### src/rtl/uart_irq_pkg.sv
package uart_irq_pkg;

    localparam int unsigned NUM_SRC = 4;
    localparam int unsigned IDX_W   = $clog2(NUM_SRC);

    // Source indices, in descending priority
    localparam int unsigned SRC_LINE = 0;
    localparam int unsigned SRC_RXD  = 1;
    localparam int unsigned SRC_TXE  = 2;
    localparam int unsigned SRC_MDM  = 3;

    localparam logic [2:0] ID_NONE = 3'b001;

    // Code of a source: priority rank inverted, shifted left, bit 0 clear
    function automatic logic [2:0] src_code(input int unsigned idx);
        logic [IDX_W-1:0] rank;
        rank = IDX_W'(NUM_SRC - 1 - idx);
        return {rank, 1'b0};
    endfunction

    typedef struct packed {
        logic pend;
    } pend_state_t;

endpackage

### src/rtl/irq_pend_cell.sv
module irq_pend_cell
    import uart_irq_pkg::*;
(
    input  logic clk,
    input  logic rst_n,
    input  logic set_i,
    input  logic clr_i,
    output logic pend_o
);

    pend_state_t st_d, st_q;

    always_comb begin
        st_d = st_q;
        if (clr_i)
            st_d.pend = 1'b0;
        if (set_i)
            st_d.pend = 1'b1;   // a new event outranks a simultaneous clear
    end

    always_ff @(posedge clk or negedge rst_n) begin
        if (!rst_n)
            st_q <= '0;
        else
            st_q <= st_d;
    end

    assign pend_o = st_q.pend;

    assert_set_wins_R11: assert property (@(posedge clk) disable iff (!rst_n)
        set_i |=> pend_o);

    assert_clear_next_R10: assert property (@(posedge clk) disable iff (!rst_n)
        (clr_i && !set_i) |=> !pend_o);

    assert_hold_R10: assert property (@(posedge clk) disable iff (!rst_n)
        (!clr_i && !set_i) |=> $stable(pend_o));

endmodule

### src/rtl/irq_prio_pick.sv
module irq_prio_pick
    import uart_irq_pkg::*;
#(
    parameter int unsigned N = NUM_SRC
) (
    input  logic [N-1:0] active_i,
    output logic [2:0]   id_o,
    output logic         any_o
);

    always_comb begin
        id_o  = ID_NONE;
        any_o = 1'b0;
        // Walk from lowest to highest priority so the highest wins
        for (int i = N - 1; i >= 0; i--) begin
            if (active_i[i]) begin
                id_o  = src_code(i);
                any_o = 1'b1;
            end
        end
    end

endmodule

### src/rtl/uart_irq_ident.sv
module uart_irq_ident
    import uart_irq_pkg::*;
#(
    parameter int unsigned LS_W = 4,
    parameter int unsigned MS_W = 4
) (
    input  logic            clk,
    input  logic            rst_n,
    input  logic [3:0]      en_i,
    input  logic [LS_W-1:0] ls_cond_i,
    input  logic            rx_ready_i,
    input  logic            tx_empty_i,
    input  logic [MS_W-1:0] ms_chg_i,
    input  logic            rd_lsr_i,
    input  logic            rd_rbr_i,
    input  logic            wr_thr_i,
    input  logic            rd_iir_i,
    input  logic            rd_msr_i,
    output logic            irq_o,
    output logic [2:0]      id_o
);

    localparam logic [2:0] ID_TXE = src_code(SRC_TXE);
    localparam logic [2:0] ID_LS  = src_code(SRC_LINE);

    logic [NUM_SRC-1:0] set_vec, clr_vec, pend_vec, active_vec;
    logic               any_active;

    always_comb begin
        set_vec          = '0;
        set_vec[SRC_LINE] = |ls_cond_i;
        set_vec[SRC_RXD]  = rx_ready_i;
        set_vec[SRC_TXE]  = tx_empty_i;
        set_vec[SRC_MDM]  = |ms_chg_i;

        clr_vec          = '0;
        clr_vec[SRC_LINE] = rd_lsr_i;
        clr_vec[SRC_RXD]  = rd_rbr_i;
        // the code being read this cycle decides, not the next one
        clr_vec[SRC_TXE]  = wr_thr_i | (rd_iir_i && (id_o == ID_TXE));
        clr_vec[SRC_MDM]  = rd_msr_i;
    end

    for (genvar g = 0; g < NUM_SRC; g++) begin : g_src
        irq_pend_cell u_cell (
            .clk   (clk),
            .rst_n (rst_n),
            .set_i (set_vec[g]),
            .clr_i (clr_vec[g]),
            .pend_o(pend_vec[g])
        );
    end

    assign active_vec = pend_vec & en_i;

    irq_prio_pick #(.N(NUM_SRC)) u_pick (
        .active_i(active_vec),
        .id_o    (id_o),
        .any_o   (any_active)
    );

    assign irq_o = any_active;

    assert_idle_code_R1: assert property (@(posedge clk) disable iff (!rst_n)
        !irq_o |-> (id_o == ID_NONE));

    assert_code_bit0_R2: assert property (@(posedge clk) disable iff (!rst_n)
        irq_o |-> !id_o[0]);

    assert_line_first_R3: assert property (@(posedge clk) disable iff (!rst_n)
        (pend_vec[SRC_LINE] && en_i[SRC_LINE]) |-> (id_o == ID_LS));

    assert_iir_clear_R7: assert property (@(posedge clk) disable iff (!rst_n)
        (rd_iir_i && id_o == ID_TXE && !tx_empty_i) |=> !pend_vec[SRC_TXE]);

    assert_iir_keep_R7: assert property (@(posedge clk) disable iff (!rst_n)
        (pend_vec[SRC_TXE] && rd_iir_i && id_o != ID_TXE && !wr_thr_i)
            |=> pend_vec[SRC_TXE]);

    assert_mask_keep_R9: assert property (@(posedge clk) disable iff (!rst_n)
        (pend_vec[SRC_RXD] && !en_i[SRC_RXD] && !rd_rbr_i) |=> pend_vec[SRC_RXD]);

endmodule

### config.mk
export PLATFORM = sky130hd
export DESIGN_NAME = uart_irq_ident
export DESIGN_NICKNAME = d
export VERILOG_FILES = /design/src/rtl/uart_irq_pkg.sv /design/src/rtl/irq_pend_cell.sv /design/src/rtl/irq_prio_pick.sv /design/src/rtl/uart_irq_ident.sv
export SDC_FILE = /design/constraint.sdc
export NUM_CORES = 1
export LEC_CHECK = 0
export ABC_AREA = 1
export BUFFER_PORTS_ARGS = -buffer_cell sky130_fd_sc_hd__buf_2
export CAP_MARGIN = 10
export CORE_AREA = 2 2 39 41
export DETAILED_ROUTE_END_ITERATION = 8
export DIE_AREA = 0 0 41 43
export SETUP_SLACK_MARGIN = 0.3
export SYNTH_ARGS = -nofsm -noshare
export SYNTH_HDL_FRONTEND = slang
export SYNTH_SLANG_ARGS = --single-unit
### constraint.sdc
create_clock -name clk -period 1.35 [get_ports clk]
set_input_delay 0.2025 -clock clk [delete_from_list [all_inputs] [get_ports clk]]
set_output_delay 0.2025 -clock clk [all_outputs]
set_load 0.02 [all_outputs]
Yosys cells after proc, flatten, opt, wreduce, memory -nomap -nowiden
Index checks and enable logic that the tools add are counted.
{"block": "classes", "n_bitwise": 2, "muxes": 16, "n_reduce_logical": 7, "eq_ne": 1}
{"operator": "$mux W1", "n": 13}
{"operator": "$reduce_bool A2 Y1", "n": 4}
{"operator": "$reduce_or A4 Y1", "n": 2}
{"operator": "$mux W3", "n": 2}
{"operator": "$and A4 B4 Y4", "n": 1}
{"operator": "$eq A3 B2 Y1 const B", "n": 1}
{"operator": "$mux W2", "n": 1}
{"operator": "$logic_and A1 B1 Y1", "n": 1}
{"operator": "$or A1 B1 Y1", "n": 1}
{"block": "word_totals", "wordCells": 30, "output_inout_bits": 4, "in_bits": 21, "regBits": 4}

Depth between registers and ports, before layout
Gate-level depths: netlist (run 1).
{"block": "depth", "ltp_word": 10, "ltp_mapped": 4, "ltp_nobuf": 4}

Cells and area by module
Synthesis (run 1) repeated with hierarchy kept, for this count alone.
{"block": "hier_totals", "hier_cells": 50, "area_unflattened_um2": 280.3}
{"module": "irq_pend_cell", "instances": 4, "area_per_inst_um2": 40.0, "cells_per_inst": 5, "seq_area_each_um2": 25.0}
{"module": "uart_irq_ident", "instances": 1, "area_per_inst_um2": 75.1, "cells_per_inst": 20, "seq_area_each_um2": 0.0}
{"module": "irq_prio_pick", "instances": 1, "area_per_inst_um2": 45.0, "cells_per_inst": 10, "seq_area_each_um2": 0.0}

Least setup slack after synthesis (run 1)
No wires, ideal clock.
{"block": "synth_timing", "path_type": "reg2out", "startpoint": "register g_src[1].u_cell.st_q", "endpoint": "output port id_o[0]", "path_buffers": 0, "path_slack_ns": 0.214, "required_ns": 1.148, "arrival_ns": 0.933, "path_stages_with_launch": 4, "cell_sequence": "dfrtp_1 -> nand2_2 -> nand4_1 -> inv_1"}
{"block": "synth_via", "elab_chain_cells": 3}
{"element": "start: declaration", "line_no": "irq_pend_cell.sv:11", "text": "pend_state_t st_d, st_q;"}
{"element": "start signal: assignment", "line_no": "irq_pend_cell.sv:25", "text": "st_q <= st_d;"}
{"element": "$and A4 B4 Y4", "line_no": "uart_irq_ident.sv:54", "text": "assign active_vec = pend_vec & en_i;"}
{"element": "$mux W3 (2 in series)", "line_no": "irq_prio_pick.sv:16", "text": "if (active_i[i]) begin"}
{"element": "end: declaration", "line_no": "uart_irq_ident.sv:20", "text": "output logic [2:0] id_o"}
Every way passes these cells.

Final worst setup path (run 1)
{"block": "layout_timing", "startpoint": "register g_src[2].u_cell.st_q", "endpoint": "output port irq_o"}
{"block": "layout_via", "elab_chain_cells": 4}
{"element": "start: declaration", "line_no": "irq_pend_cell.sv:11"}
{"element": "start signal: assignment", "line_no": "irq_pend_cell.sv:25"}
{"element": "$and A4 B4 Y4", "line_no": "uart_irq_ident.sv:54"}
{"element": "$mux W1 (3 in series)", "line_no": "irq_prio_pick.sv:16"}
{"element": "end: declaration", "line_no": "uart_irq_ident.sv:19", "text": "output logic irq_o,"}
Every way passes these cells.

==> impl_metrics.py, run 1 <==
metrics = {
    "floorplanning": {
        "boundaryPins": 25,
        "floorplan.initialDensity": 0.1564,
        "fp-row-count": 14,
        "fp.coreArea_um2": 1384,
        "die_area_um2": 1763,
        "die_w_um": 41,
        "die_h_um": 43,
    },
    "placement": {
        "global_placer_s_final_weighted_congestion": 0.5765,
        "numPlacedInstances": 69,
        "port-buffer-count": 24,
        "post_placement_worst_setup_slack_ns": 0.3712,
    },
    "route": {
        "avg_vias_per_cell": 3.699,
        "routed_wirelength_um": 591,
        "drt_pre_antenna_iters": 2,
        "first_iter_violations": 2,
        "dr_total_vias": 270,
        "drc_errors": 0,
        "wl_per_cell_um": 8.096,
        "drt.antenna.violating_nets": 0,
    },
    "clocking": {
        "htree_levels": 1,
        "insertion_delay_ns": 0.24,
        "cts.repair_timing.setup_buffer_count": 0,
        "clkSinkCount": 4,
        "clock-root-buffer": "clkbuf_4",
        "tritoncts": "done",
        "numCtsBuffers": 3,
        "clkTransAtPathRegs_ns": 0.04,
        "clock_tree.buffer_depth": 2,
    },
    "worst_setup_path": {
        "critPathRequiredTime_ns": 1.15,
        "critPathMaxFanout": 4,
        "crit_chain": "nand2_1 > nand4_1 > buf_2",
        "critPathCaptureType": "output pin",
        "timing.critical_path.from_type": "flop",
        "critPathArrivalTime_ns": 1.01,
        "critical-path-max-stage-delay_ns": 0.40,
        "timing.critical_path.buf_inv": 1,
        "critical-path-slowest-cell": "dfrtp_1",
        "timing.reg2reg.worst_path_depth": 4,
        "cp_num_cells": 3,
        "path_class": "reg2out",
        "critPathTopFamily": "flip-flops",
    },
    "synthesis": {
        "yosysMostFrequentCell": "inv_1",
        "synthTopCellsByCount": "6 x inv_1, 5 x nand2_1, 5 x nor2_1",
        "yosysWarnings": 0,
        "synth_area_um2": 216.5,
        "synthesis.instances": 29,
        "ys_types": 10,
        "async_flop_share": 1.000,
        "synth_sequential_area_ratio": 0.4624,
        "yosys.area.top_type": "dfrtp_1",
        "number_of_synthesized_flops_with_an_enable_pin": 0,
        "ys_ff_latch": 4,
        "synth_top_flop_cell": "dfrtp_1",
        "syn_avg_cell_area_um2": 7.464,
        "synth.top_cell.area_share": 0.4624,
        "synthesis.nets": 50,
        "synth.top_cells.by_area": "dfrtp_1 46%, inv_1 10%, nand2_1 8.7%, nor2_1 8.7%, o211ai_1 6.9%",
    },
    "final_layout": {
        "flow.area_growth_from_synthesis_pct": 88.44,
        "nets": 80,
        "drive_gt1_frac": 0.5263,
        "largest_register_ff_count": 4,
        "antenna-diode-count": 0,
        "final_cell_count_no_fill": 73,
    },
    "grt": {
        "grt_first_pass_wirelength_um": 897,
        "grt_max_degree": 5,
        "antenna_found_initial": 0,
        "grt_usage": 0.08359,
        "global_route.overflow_total": 0,
        "first_global_vias": 248,
    },
    "pwr": {
        "static-leakage-power_nw": 0.2444,
        "worst_ir_drop_vdd_v": 0.0002199,
        "p_per_area_nw_per_um2": 898.2,
        "design_power_total_mw": 0.3664,
    },
    "timing": {
        "timing.fmax_ghz": 0.8270,
        "tightestPinTransition_ns": 0.1437,
        "setup_total_negative_slack_ns": 0,
        "clock_skew_ns": 0.001660,
        "layout_worst_path_cycle_share": 0.8957,
        "final_max_slew_viol_count": 0,
        "maxSlewHeadroom": 0.9038,
        "grt_setup_unrepaired": "true",
        "setup_ws_ns": 0.1408,
        "finalHoldViolCount": 0,
        "timing.final.setup_violations": 0,
        "finalWorstPathRequiredPeriod_ns": 1.209,
    },
    "run": {
        "cap_violations": 0,
    },
    "status": {
        "result_of_the_run": "finished, final reports clean",
    },
    "worst_hold_path": {
        "hold_path.class": "in2reg",
        "worstHoldPathCells": 2,
    },
}
what timing repair did:
item / 4_1_cts / 5_1_grt
hold endpoints to repair: 4 / 0
gates resized for setup: 4 / 2
setup endpoints to repair: 4 / 4
pin swaps: 1 / 0
hold buffers: 1 / 0
cloned: 0 / 0
kinds of logic (layout without fill, tap and decap cells):
group | count (synthesis) | after routing | synth area share
buffers and inverters | 6 | 34 | 0.1040
AND/OR/NAND/NOR | 15 | 15 | 0.3064
AO/OA/AOI/OAI | 4 | 4 | 0.1271
flip-flops | 4 | 4 | 0.4624
power by group:
| part | internal [mW] | switching, mW |
|---|---|---|
| Clock | 0.0999 | 0.0552 |
| Combinational | 0.0447 | 0.0370 |
| Sequential | 0.126 | 0.00384 |
| Total | 0.270 | 0.0960 |
per-stage QoR:
step	hold slack, ns	utilization	cell area (um^2)
finish	0.1419	0.2948	407.9
global route	0.1366	0.2948	407.9
CTS	0.1369	0.2902	401.6
detailed placement	0.01586	0.2577	356.6
global placement	0.01018	0.2577	356.6
floorplan	-0.09309	-	216.5
worst reg2reg max path: stages (launching register included):
cell and delay (ns):
dfrtp_1 0.38, nand2_2 0.08, nand2_1 0.08, o21ai_1 0.13
nand2_1 0.06
worst paths after layout:
kind | from | end | slack (ns)
setup reg to reg | g_src[0].u_cell.pend_o | g_src[2].u_cell.pend_o | 0.51
hold reg to reg | g_src[1].u_cell.pend_o | g_src[1].u_cell.pend_o | 0.53
max in group asynchronous | rst_n | g_src[3].u_cell.pend_o | 0.92
min in group asynchronous | rst_n | g_src[0].u_cell.pend_o | 0.31
hold / removal | rd_rbr_i | g_src[1].u_cell.pend_o | 0.14
setup / recovery | g_src[2].u_cell.pend_o | irq_o | 0.14
layout make-up:
class	instances	area, um^2
Clock buffer	3	22.52
Tap cell	16	20.02
Inverter	6	22.52
Fill cell	159	975.9
Timing Repair Buffer	25	148.9
Sequential cell	4	100.1
Multi-Input combinational cell	19	93.84
placed cells by master, fill, tap and decap left out, drive strengths merged:
| cell | netlist | final |
|---|---|---|
| nand3 | 2 | 2 |
| o21bai | 1 | 1 |
| buf | 0 | 24 |
| nand2 | 7 | 7 |
| clkbuf | 0 | 3 |
| o21ai | 1 | 1 |
| nor2 | 5 | 5 |
| o211ai | 2 | 2 |
| dfrtp | 4 | 4 |
| dlygate4sd3 | 0 | 1 |
| inv | 6 | 6 |
| nand4 | 1 | 1 |
per-layer routing:
metal | vias to the layer above | track usage | part of all wire
met5 | - | 0 | 0
met4 | 0 | 0.1000 | 0.010
li1 | 148 | - | -
met1 | 101 | 0.07468 | 0.41
met2 | 19 | 0.1219 | 0.45
met3 | 2 | 0.03141 | 0.12
Note: power is estimated with default switching activity, not from simulation.
==> inputs of run 2 (changes only) <==
--- a/config.mk
+++ b/config.mk
@@ -6,9 +6,10 @@
 export NUM_CORES = 1
 export LEC_CHECK = 0
 export ABC_AREA = 1
-export BUFFER_PORTS_ARGS = -buffer_cell sky130_fd_sc_hd__buf_2
+export BUFFER_PORTS_ARGS = -buffer_cell sky130_fd_sc_hd__buf_4
 export CAP_MARGIN = 10
 export CORE_AREA = 2 2 39 41
+export CTS_CLUSTER_DIAMETER = 150
 export DETAILED_ROUTE_END_ITERATION = 8
 export DIE_AREA = 0 0 41 43
 export SETUP_SLACK_MARGIN = 0.3
==> run 2 against run 1 <==
Cell count increased by 4.1%. Fmax fell by 0.21%. Die area did not move. Via count is 5.9% higher. First-iteration DRC count fell by 50%. Clock skew shrank 0.0015 ns. Critical path type unchanged.
==> impl_metrics.py, run 2 (synthesis results as in run 1) <==
metrics = {
    "timing": {
        "timing.fmax_ghz": 0.8252,
        "layout_worst_path_cycle_share": 0.8976,
        "setup_total_negative_slack_ns": 0,
        "final_max_slew_viol_count": 0,
        "maxSlewHeadroom": 0.9049,
        "clock_skew_ns": 0.0001895,
        "tightestPinTransition_ns": 0.1420,
        "fin_worst_hold_slack_ns": 0.1439,
        "grt_setup_unrepaired": "true",
        "timing.final.setup_violations": 0,
        "finalHoldViolCount": 0,
        "finalWorstPathRequiredPeriod_ns": 1.212,
        "setup_ws_ns": 0.1382,
    },
    "pwr": {
        "p_per_area_nw_per_um2": 802.4,
        "power.share.sequential": 0.334,
        "clockPowerShare": 0.392,
        "power.switching_fraction": 0.2451,
        "static-leakage-power_nw": 0.2768,
        "int_pwr_mw": 0.2925,
        "p_switching_mw": 0.09497,
        "worst_ir_drop_vdd_v": 0.0003635,
        "power_frac_comb": 0.274,
    },
    "final_layout": {
        "most-common-layout-cells": "24 x buf_4, 5 x nand2_1, 5 x inv_1, 5 x nor2_1, 4 x dfrtp_1",
        "flow.area_growth_from_synthesis_pct": 123.1,
        "largest_register_ff_count": 4,
        "fill_count": 158,
        "drive_gt1_frac": 0.5500,
        "most_common_cell_after_layout_fill_and_taps_aside": "buf_4",
        "nets": 83,
        "antenna-diode-count": 0,
    },
    "grt": {
        "grt_first_pass_wirelength_um": 945,
        "antenna_found_initial": 0,
        "first_global_vias": 284,
        "grt_max_degree": 5,
        "global_route.overflow_total": 0,
        "grt_usage": 0.08459,
    },
    "clocking": {
        "clkTransAtPathRegs_ns": 0.04,
        "tritoncts": "done",
        "htree_levels": 1,
        "clock-root-buffer": "clkbuf_4",
        "clkSinkCount": 4,
        "clock_tree.buffer_depth": 2,
        "insertion_delay_ns": 0.24,
        "numCtsBuffers": 3,
    },
    "worst_setup_path": {
        "path_class": "reg2out",
        "critPathMaxFanout": 3,
        "crit_start": "g_src[1].u_cell.pend_o",
        "critical-path-slowest-cell": "dfrtp_1",
        "timing.critical_path.buf_inv": 1,
        "critical-path-max-stage-delay_ns": 0.38,
        "crit_chain": "nand2_2 > nand4_1 > buf_4",
        "timing.reg2reg.worst_path_depth": 4,
        "critPathArrivalTime_ns": 1.01,
        "critPathRequiredTime_ns": 1.15,
        "timing.critical_path.from_type": "flop",
        "timing.critical_path.to": "irq_o",
        "cp_num_cells": 3,
        "r2r_setup_slack_ns": 0.49,
        "critPathCaptureType": "output pin",
        "critPathTopFamily": "flip-flops",
        "worst_r2r_startpoint": "g_src[2].u_cell.pend_o",
        "critical_path.reg2reg.endpoint": "g_src[2].u_cell.pend_o",
    },
    "floorplanning": {
        "die_h_um": 43,
        "floorplan.initialDensity": 0.1564,
        "die_area_um2": 1763,
        "die_w_um": 41,
        "fp.coreArea_um2": 1384,
        "boundaryPins": 25,
        "fp-row-count": 14,
    },
    "placement": {
        "port-buffer-count": 24,
        "global_placer_s_final_weighted_congestion": 0.5758,
        "post_placement_worst_setup_slack_ns": 0.3649,
    },
    "route": {
        "drc_errors": 0,
        "drt.antenna.violating_nets": 0,
        "routed_wirelength_um": 616,
        "drt_pre_antenna_iters": 3,
        "wl_per_cell_um": 8.105,
        "dr_total_vias": 286,
        "avg_vias_per_cell": 3.763,
        "first_iter_violations": 1,
    },
    "worst_hold_path": {
        "worstHoldPathCells": 2,
        "hold_path.class": "in2reg",
    },
    "status": {
        "result_of_the_run": "finished, final reports clean",
    },
    "run": {
        "cap_violations": 0,
    },
}
[run 2: cell count changes in the layout (fill, tap and decap cells not counted), sizes merged]
cell	previous run	this run
buf	24	27
[run 2: per-stage QoR]
step	instance area, um^2	cells	utilization	power, mW
after CTS	471.7	75	0.3409	0.3936
after floorplan	216.5	29	-	0.1622
final	483.0	76	0.3490	0.3875
after detailed placement	416.7	69	0.3011	0.2242
after global routing	483.0	76	0.3490	0.4095
after global placement	416.7	69	0.3011	0.2235
[run 2: layout make-up]
class                   count  area [um^2]  share of cell area
repair buffers             28        224.0              0.4637
flip-flops and latches      4        100.1              0.2073
multi-input cells          19        93.84              0.1943
clock buffers               3        22.52             0.04663
inverters                   6        22.52             0.04663
well taps                  16        20.02             0.04145
[run 2: worst min path at each step]
stage | slack, ns | from | to
final | 0.14 | rd_rbr_i | g_src[1].u_cell.pend_o
after global routing | 0.14 | rd_rbr_i | g_src[1].u_cell.pend_o
after CTS | 0.14 | rd_rbr_i | g_src[1].u_cell.pend_o
after detailed placement | 0.001 | rst_n | g_src[1].u_cell.pend_o
after global placement | 0.0006 | rst_n | g_src[3].u_cell.pend_o
after floorplan | -0.09 | rst_n | g_src[0].u_cell.pend_o
[run 2: repair_timing]
item                       4_1_cts  5_1_grt
gates cloned                     0        0
hold buffers                     1        0
hold endpoints to repair         4        0
buffers inserted                 2        1
setup endpoints to repair        4        4
pin swaps                        1        0
resized for setup                2        1
[run 2: routing by layer]
layer	GRT usage	wire, um
met1	0.07468	254
met4	0.08000	0
met2	0.1344	286
met3	0.03141	75
met5	0	0
[run 2: power by group through the flow]
stage	clock, mW	sequential [mW]	combinational [mW]
final	0.152	0.129	0.106
after CTS	0.162	0.129	0.103
after global placement	0	0.131	0.0924
after detailed placement	0	0.131	0.0930
after floorplan	0	0.131	0.0316
after global routing	0.162	0.130	0.117
